===== config.mk =====
export PLATFORM = sky130hd
export DESIGN_NAME = conv_pwr_ctrl
export DESIGN_NICKNAME = d
export VERILOG_FILES = /design/src/rtl/conv_pwr_pkg.sv /design/src/rtl/conv_pwr_dp.sv /design/src/rtl/conv_pwr_fsm.sv /design/src/rtl/conv_pwr_ctrl.sv
export SDC_FILE = /design/constraint.sdc
export NUM_CORES = 1
export LEC_CHECK = 0
export BUFFER_PORTS_ARGS = -buffer_cell sky130_fd_sc_hd__buf_2
export CAP_MARGIN = 20
export CORE_MARGIN = 2
export CORE_UTILIZATION = 32
export DETAILED_ROUTE_END_ITERATION = 16
export GPL_TIMING_DRIVEN = 0
export SYNTH_ARGS = -nofsm -noshare
export SYNTH_HDL_FRONTEND = slang
export SYNTH_SLANG_ARGS = --single-unit

===== constraint.sdc =====
create_clock -name clk -period 2 [get_ports clk]
set_input_delay 0.1 -clock clk [delete_from_list [all_inputs] [get_ports clk]]
set_output_delay 0.1 -clock clk [all_outputs]
set_load 0.03 [all_outputs]

===== src/rtl/conv_pwr_pkg.sv =====
package conv_pwr_pkg;
  typedef enum logic [2:0] {
    S_POR, S_WAKE, S_IDLE, S_CONV, S_FAST, S_FULL, S_HWSD
  } pwrSt_t;

  typedef struct packed {
    logic loadTmr;   // start the wake-delay timer
    logic tmrFull;   // delay from full power-down (else fast)
    logic latchPd;   // capture the request's mode bits
    logic applyMode; // conversion starts: apply clock mode
    logic setValid;  // a conversion completed
  } ctlStrb_t;
endpackage


===== src/rtl/conv_pwr_dp.sv =====
module conv_pwr_dp
  import conv_pwr_pkg::*;
#(
  parameter int CLK_PER_US   = 2,
  parameter int POR_US       = 100,
  parameter int FAST_WAKE_US = 5,
  parameter int FULL_WAKE_US = 300,
  parameter int EXT_WAKE_US  = 20000
) (
  input  logic       clk,
  input  logic       rstN,
  input  ctlStrb_t   strb,
  input  logic [1:0] reqPd,
  input  logic       pinLow,
  input  logic       pinHigh,
  output logic       shdnAct,
  output logic       compInt,
  output logic       tmrExpire,
  output logic [1:0] pdHeld,
  output logic       extClk,
  output logic       doutEn
);
  localparam int MaxA  = (POR_US > FULL_WAKE_US) ? POR_US : FULL_WAKE_US;
  localparam int MaxB  = (FAST_WAKE_US > EXT_WAKE_US) ? FAST_WAKE_US : EXT_WAKE_US;
  localparam int MaxUs = (MaxA > MaxB) ? MaxA : MaxB;
  localparam int UsW   = $clog2(MaxUs + 1);
  localparam int PreW  = (CLK_PER_US > 1) ? $clog2(CLK_PER_US) : 1;
  localparam logic [PreW-1:0] PreTop = PreW'(CLK_PER_US - 1);
  localparam logic [UsW-1:0]  PorVal  = UsW'(POR_US);
  localparam logic [UsW-1:0]  FastVal = UsW'(FAST_WAKE_US);
  localparam logic [UsW-1:0]  FullVal = UsW'(FULL_WAKE_US);
  localparam logic [UsW-1:0]  ExtVal  = UsW'(EXT_WAKE_US);

  // two-flop synchronisers for the pin flags
  logic [1:0] lowSync, highSync;
  always_ff @(posedge clk or negedge rstN) begin
    if (!rstN) begin
      lowSync  <= '0;
      highSync <= '0;
    end else begin
      lowSync  <= {lowSync[0], pinLow};
      highSync <= {highSync[0], pinHigh};
    end
  end
  assign shdnAct = lowSync[1];
  assign compInt = highSync[1];

  // microsecond delay timer
  logic [PreW-1:0] preCnt;
  logic [UsW-1:0]  usCnt;
  logic            tmrRun;
  logic [UsW-1:0]  loadVal;

  always_comb begin
    if (!compInt)          loadVal = ExtVal;
    else if (strb.tmrFull) loadVal = FullVal;
    else                   loadVal = FastVal;
  end

  always_ff @(posedge clk or negedge rstN) begin
    if (!rstN) begin
      preCnt    <= PreTop;
      usCnt     <= PorVal;
      tmrRun    <= 1'b1;
      tmrExpire <= 1'b0;
    end else begin
      tmrExpire <= 1'b0;
      if (shdnAct) begin
        tmrRun <= 1'b0;
      end else if (strb.loadTmr) begin
        preCnt <= PreTop;
        usCnt  <= loadVal;
        tmrRun <= 1'b1;
      end else if (tmrRun) begin
        if (preCnt == '0) begin
          preCnt <= PreTop;
          usCnt  <= usCnt - 1'b1;
          if (usCnt == UsW'(1)) begin
            tmrRun    <= 1'b0;
            tmrExpire <= 1'b1;
          end
        end else begin
          preCnt <= preCnt - 1'b1;
        end
      end
    end
  end

  // mode bits and clock mode
  logic [1:0] pdNext;
  assign pdNext = strb.latchPd ? reqPd : pdHeld;

  always_ff @(posedge clk or negedge rstN) begin
    if (!rstN) begin
      pdHeld <= 2'b00;
      extClk <= 1'b0;
      doutEn <= 1'b0;
    end else begin
      if (strb.latchPd)                  pdHeld <= reqPd;
      if (strb.applyMode && pdNext[1])   extClk <= pdNext[0];
      if (strb.setValid)                 doutEn <= 1'b1;
    end
  end


  dout_hold_chk: assert property (@(posedge clk) disable iff (!rstN)
    doutEn |=> doutEn);


  mode_keep_chk: assert property (@(posedge clk) disable iff (!rstN)
    !strb.applyMode |=> $stable(extClk));
endmodule


===== src/rtl/conv_pwr_fsm.sv =====
module conv_pwr_fsm
  import conv_pwr_pkg::*;
(
  input  logic       clk,
  input  logic       rstN,
  input  logic       reqValid,
  input  logic       convDone,
  input  logic       shdnAct,
  input  logic       tmrExpire,
  input  logic [1:0] pdHeld,
  output pwrSt_t     st,
  output logic       busy,
  output logic       convAbort,
  output ctlStrb_t   strb
);
  pwrSt_t stNext;
  logic   pendNext;

  always_comb begin
    strb     = '0;
    stNext   = st;
    pendNext = busy;
    if (shdnAct) begin
      stNext   = S_HWSD;
      pendNext = 1'b0;
    end else begin
      unique case (st)
        S_POR, S_WAKE: begin
          if (reqValid) begin
            strb.latchPd = 1'b1;
            pendNext     = 1'b1;
          end
          if (tmrExpire) begin
            pendNext = 1'b0;
            if (busy || reqValid) begin
              stNext         = S_CONV;
              strb.applyMode = 1'b1;
            end else begin
              stNext = S_IDLE;
            end
          end
        end
        S_IDLE: if (reqValid) begin
          strb.latchPd   = 1'b1;
          strb.applyMode = 1'b1;
          stNext         = S_CONV;
        end
        S_CONV: if (convDone) begin
          strb.setValid = 1'b1;
          if (pdHeld[1])      stNext = S_IDLE;
          else if (pdHeld[0]) stNext = S_FAST;
          else                stNext = S_FULL;
        end
        S_FAST, S_FULL: if (reqValid) begin
          strb.latchPd = 1'b1;
          strb.loadTmr = 1'b1;
          strb.tmrFull = (st == S_FULL);
          pendNext     = 1'b1;
          stNext       = S_WAKE;
        end
        S_HWSD: begin
          strb.loadTmr = 1'b1;
          strb.tmrFull = 1'b1;
          stNext       = S_WAKE;
        end
        default: stNext = S_POR;
      endcase
    end
  end

  always_ff @(posedge clk or negedge rstN) begin
    if (!rstN) begin
      st        <= S_POR;
      busy      <= 1'b0;
      convAbort <= 1'b0;
    end else begin
      st        <= stNext;
      busy      <= pendNext;
      convAbort <= shdnAct && (st == S_CONV);
    end
  end


  shdn_force_chk: assert property (@(posedge clk) disable iff (!rstN)
    shdnAct |=> (st == S_HWSD) && !busy);


  pd_sleep_chk: assert property (@(posedge clk) disable iff (!rstN)
    (st == S_CONV && convDone && !shdnAct && !pdHeld[1])
      |=> (st == S_FAST || st == S_FULL));


  hold_off_chk: assert property (@(posedge clk) disable iff (!rstN)
    ((st == S_POR || st == S_WAKE) && !tmrExpire) |=> (st != S_CONV));


  wake_start_chk: assert property (@(posedge clk) disable iff (!rstN)
    (st == S_WAKE && tmrExpire && busy && !shdnAct) |=> (st == S_CONV));
endmodule


===== src/rtl/conv_pwr_ctrl.sv =====
module conv_pwr_ctrl
  import conv_pwr_pkg::*;
#(
  parameter int CLK_PER_US   = 2,
  parameter int POR_US       = 100,
  parameter int FAST_WAKE_US = 5,
  parameter int FULL_WAKE_US = 300,
  parameter int EXT_WAKE_US  = 20000
) (
  input  logic       clk,
  input  logic       rstN,
  input  logic       reqValid,
  input  logic [1:0] reqPd,
  input  logic       convDone,
  input  logic       pinLow,
  input  logic       pinHigh,
  output logic       powerOn,
  output logic       fastDown,
  output logic       fullDown,
  output logic       wakeUp,
  output logic       busy,
  output logic       converting,
  output logic       convStrobe,
  output logic       extClk,
  output logic       compInt,
  output logic       doutEn,
  output logic       convAbort
);
  ctlStrb_t   strb;
  pwrSt_t     st;
  logic       shdnAct, tmrExpire;
  logic [1:0] pdHeld;

  conv_pwr_fsm u_fsm (
    .clk(clk), .rstN(rstN), .reqValid(reqValid), .convDone(convDone),
    .shdnAct(shdnAct), .tmrExpire(tmrExpire), .pdHeld(pdHeld),
    .st(st), .busy(busy), .convAbort(convAbort), .strb(strb)
  );

  conv_pwr_dp #(
    .CLK_PER_US(CLK_PER_US), .POR_US(POR_US), .FAST_WAKE_US(FAST_WAKE_US),
    .FULL_WAKE_US(FULL_WAKE_US), .EXT_WAKE_US(EXT_WAKE_US)
  ) u_dp (
    .clk(clk), .rstN(rstN), .strb(strb), .reqPd(reqPd),
    .pinLow(pinLow), .pinHigh(pinHigh), .shdnAct(shdnAct),
    .compInt(compInt), .tmrExpire(tmrExpire), .pdHeld(pdHeld),
    .extClk(extClk), .doutEn(doutEn)
  );

  assign powerOn    = (st == S_IDLE) || (st == S_CONV);
  assign fastDown   = (st == S_FAST);
  assign fullDown   = (st == S_FULL) || (st == S_HWSD);
  assign wakeUp     = (st == S_POR) || (st == S_WAKE);
  assign converting = (st == S_CONV);
  assign convStrobe = !converting;
endmodule


==> results.cfg <==
[run_status]
outcome = complete, but fails checks
violations = negative setup slack

[logic_synthesis]
ys_seq_elements = 31
yosys_warnings = 0
synth.lib_cells_used.distinct = 45
syn_area_per_cell_um2 = 10.1
yosys.area_share.adder_pct = 1.59
synth_edf_count = 0
ys.flop_type = dfrtp_1
yosys.area_share.simple_pct = 24.3
synthXorXnorAreaFrac_pct = 4.45
syn-num-nets = 166
synth_cells = 156
synth_seq_area_share_pct = 49.7
syn_area_um2 = 1570
synth_top_family_by_area = simple AND/OR/NAND/NOR gates
synthArstFlopShare_pct = 100
synth_compound_area_share_pct = 15.0
synthMuxAreaShare_pct = 2.78

[worst_setup_path]
cp.arrival_ps = 2220
critical-path-top-delay-family = simple AND/OR/NAND/NOR gates
r2r-start = u_dp.usCnt[6]
slowest_delay_ps = 570
path_class = register to register
r2r_cells = 4
r2r-end = u_dp.usCnt[11]
reg2reg_slack_ps = -40
cp-startpoint = u_dp.usCnt[6]
startpoint_type = register
crit_cells = 4
crit_path_top_delay_cell = or4_4
cp_num_buf_inv = 0
critPathCaptureType = register
cp_max_fo = 3
critPathCapture = u_dp.usCnt[11]
crit_required_ps = 2170
cp_cell_sequence = or4_4 -> or4b_1 -> or4_1 -> o211a_1

[power_and_ir_drop]
clkPwrFrac_pct = 26.4
intPower_uw = 1350
pwr-share-comb_pct = 27.3
power.total_uw = 2040
pwr_density_cell_nw_per_um2 = 1040
switching_power_uw = 689
ir_worst_vdd_v = 0.000619
switching_share_pct = 33.8
seqPwrFrac_pct = 46.3
leakage_uw = 0.000817

[cells_and_area]
fillerInstances = 455
antennaDiodeCount = 0
nets = 198
syn2layout_area_growth_pct = 24.2
multiInputGateArea_um2 = 800
drive_gt1_share_pct = 28.0
finalInstanceArea_um2 = 1960
regArea_um2 = 782
final_common_cell = dfrtp_1
final_cell_mix = dfrtp_1 (26), nor2_1 (23), buf_2 (18)

[timing]
period_share_pct = 102
rsz0062_at_grt = true
hold_viol = 0
fmax_mhz = 489
setup_viol = 1
final.min_clock_period_ps = 2040
fin_ws_ps = -44.3
clock_skew_ps = 2.93
worstMarginPinSlew_ps = 682
drv_slew = 0
slew-limit-headroom_pct = 54.5

[place]
dp.final_hpwl_mm = 2.39
io_buffers = 18
place_congestion = 0.823
dpl_cell_area_um2 = 1750

[route]
first_pass_iters = 4
antenna_left = 0
wl_per_cell_um = 13.4
drcViolationCount = 0
first_iter_violations = 87
vias = 1276
viasPerCell = 4.98
wl_mm = 3.42

[clocking]
cts_tree = yes
root_buffer = clkbuf_8
clk_latency_ps = 280
numCtsBuffers = 5
cts_buffer_depth = 2
cts.sinks = 31
htree_levels = 2
path_clk_slew_ps = 60

[die]
num_rows = 25
ios = 19
coreArea_um2 = 4720
start_util_pct = 33.3
die_h_um = 74.1
fp.dieW_um = 74.1
die_area_um2 = 5500

[global_route]
grt_pass1_vias = 1219
grt_overflow = 0
grt_pass1_wl_mm = 5.64
antenna_found_initial = 0
grt_use_total_pct = 13.8
grt_start_max_net_pins = 32

[job]
maxCapViolCount = 0

[hold_path]
hold_path_class = input port to register
worst register-to-register path: stages, from the launching register on:
cell,delay [ps]
dfstp_2,370
or4_4,570
or4b_1,470
or4_1,400
o211a_1,120
timing repair:
| item | in CTS | in global routing |
|---|---|---|
| buffers inserted | 3 | 2 |
| hold buffers | 3 | 0 |
| pin swaps | 1 | 2 |
| setup endpoints to repair | 9 | 11 |
| resized for setup | 5 | 4 |
| endpoints found under the hold margin | 28 | 0 |
power by group through the flow:
stage / clock [µW] / combinational [µW] / sequential (µW)
floorplan: 0 / 357 / 948
global placement: 0 / 512 / 940
detailed placement: 0 / 516 / 942
CTS: 556 / 555 / 937
global route: 576 / 618 / 966
finish: 539 / 557 / 944
synthesized netlist by cell type, types with 3 or more instances:
| cell | count | share of area [%] |
|---|---|---|
| dfrtp_1 | 26 | 41 |
| nor2_1 | 23 | 5.5 |
| a21oi_1 | 8 | 2.5 |
| nand2_1 | 8 | 1.9 |
| o21ai_0 | 8 | 2.5 |
| xnor2_1 | 6 | 3.3 |
| dfstp_2 | 5 | 8.3 |
| inv_1 | 5 | 1.2 |
| nor2b_1 | 5 | 2.0 |
| clkbuf_1 | 4 | 0.95 |
| nand3_1 | 4 | 1.3 |
| nor3_1 | 4 | 1.3 |
| a211o_1 | 3 | 1.7 |
| mux2_2 | 3 | 2.1 |
| nor3b_1 | 3 | 1.4 |
| nor4_2 | 3 | 2.4 |
| o21a_1 | 3 | 1.4 |
layer usage:
| metal | global-route usage (%) | vias up | part of all wire [%] |
|---|---|---|---|
| li1 | - | 622 | - |
| met5 | 0 | - | 0 |
| met4 | 7.07 | 0 | 3.0 |
| met1 | 19.0 | 618 | 46 |
| met2 | 19.8 | 25 | 46 |
| met3 | 3.79 | 11 | 4.4 |
per-stage QoR:
step                      TNS [ps]  cells  setup slack [ps]  util [%]  hold slack (ps)
final                        -44.3    256             -44.3      41.4             68.9
after global routing          -196    256             -93.5      41.4             66.4
after CTS                    -52.3    255             -26.8      40.7             60.3
after detailed placement      -501    241             -94.5      37.0              177
after global placement        -495    241              -108      37.0              185
after floorplan                  0    156              4.65         -             -196
registers in the layout, summed over array words and instances (netlist names):
register	flops
u_dp.usCnt	15
u_fsm.st	3
u_dp.highSync	2
u_dp.lowSync	2
u_dp.pdHeld	2
u_dp.doutEn	1
u_dp.extClk	1
u_dp.preCnt	1
u_dp.tmrExpire	1
u_dp.tmrRun	1
u_fsm.busy	1
u_fsm.convAbort	1
worst min path at each step:
stage                endpoint  cells past startpoint  slack, ps  startpoint
2_1_floorplan     u_dp.doutEn                      0       -200        rstN
3_3_place_gp      u_dp.doutEn                      1        190        rstN
3_5_place_dp      u_dp.doutEn                      1        180        rstN
4_1_cts        u_dp.pdHeld[0]                      2         60    reqPd[0]
5_1_grt        u_dp.pdHeld[0]                      2         70    reqPd[0]
6_report       u_dp.pdHeld[0]                      2         70    reqPd[0]
final cells by class:
class                           instances  area share [%]
Multi-Input combinational cell        116            40.9
Sequential cell                        31            40.0
Inverter                                5           0.960
Buffer                                  3           0.704
Timing Repair Buffer                   26            8.06
Tap cell                               67            4.29
Clock buffer                            8            5.12
logic make-up (layout without fill, tap and decap cells):
group                      after synthesis  in the layout
AOI/OAI and AO/OA                       36             36
xor gates and xnor gates                 8              8
adders and majority gates                2              2
buffers and inverters                    9             42
DFF                                     31             31
muxes                                    4              4
and+or+nand+nor                         66             66
Note: power is estimated with default switching activity, not from simulation.
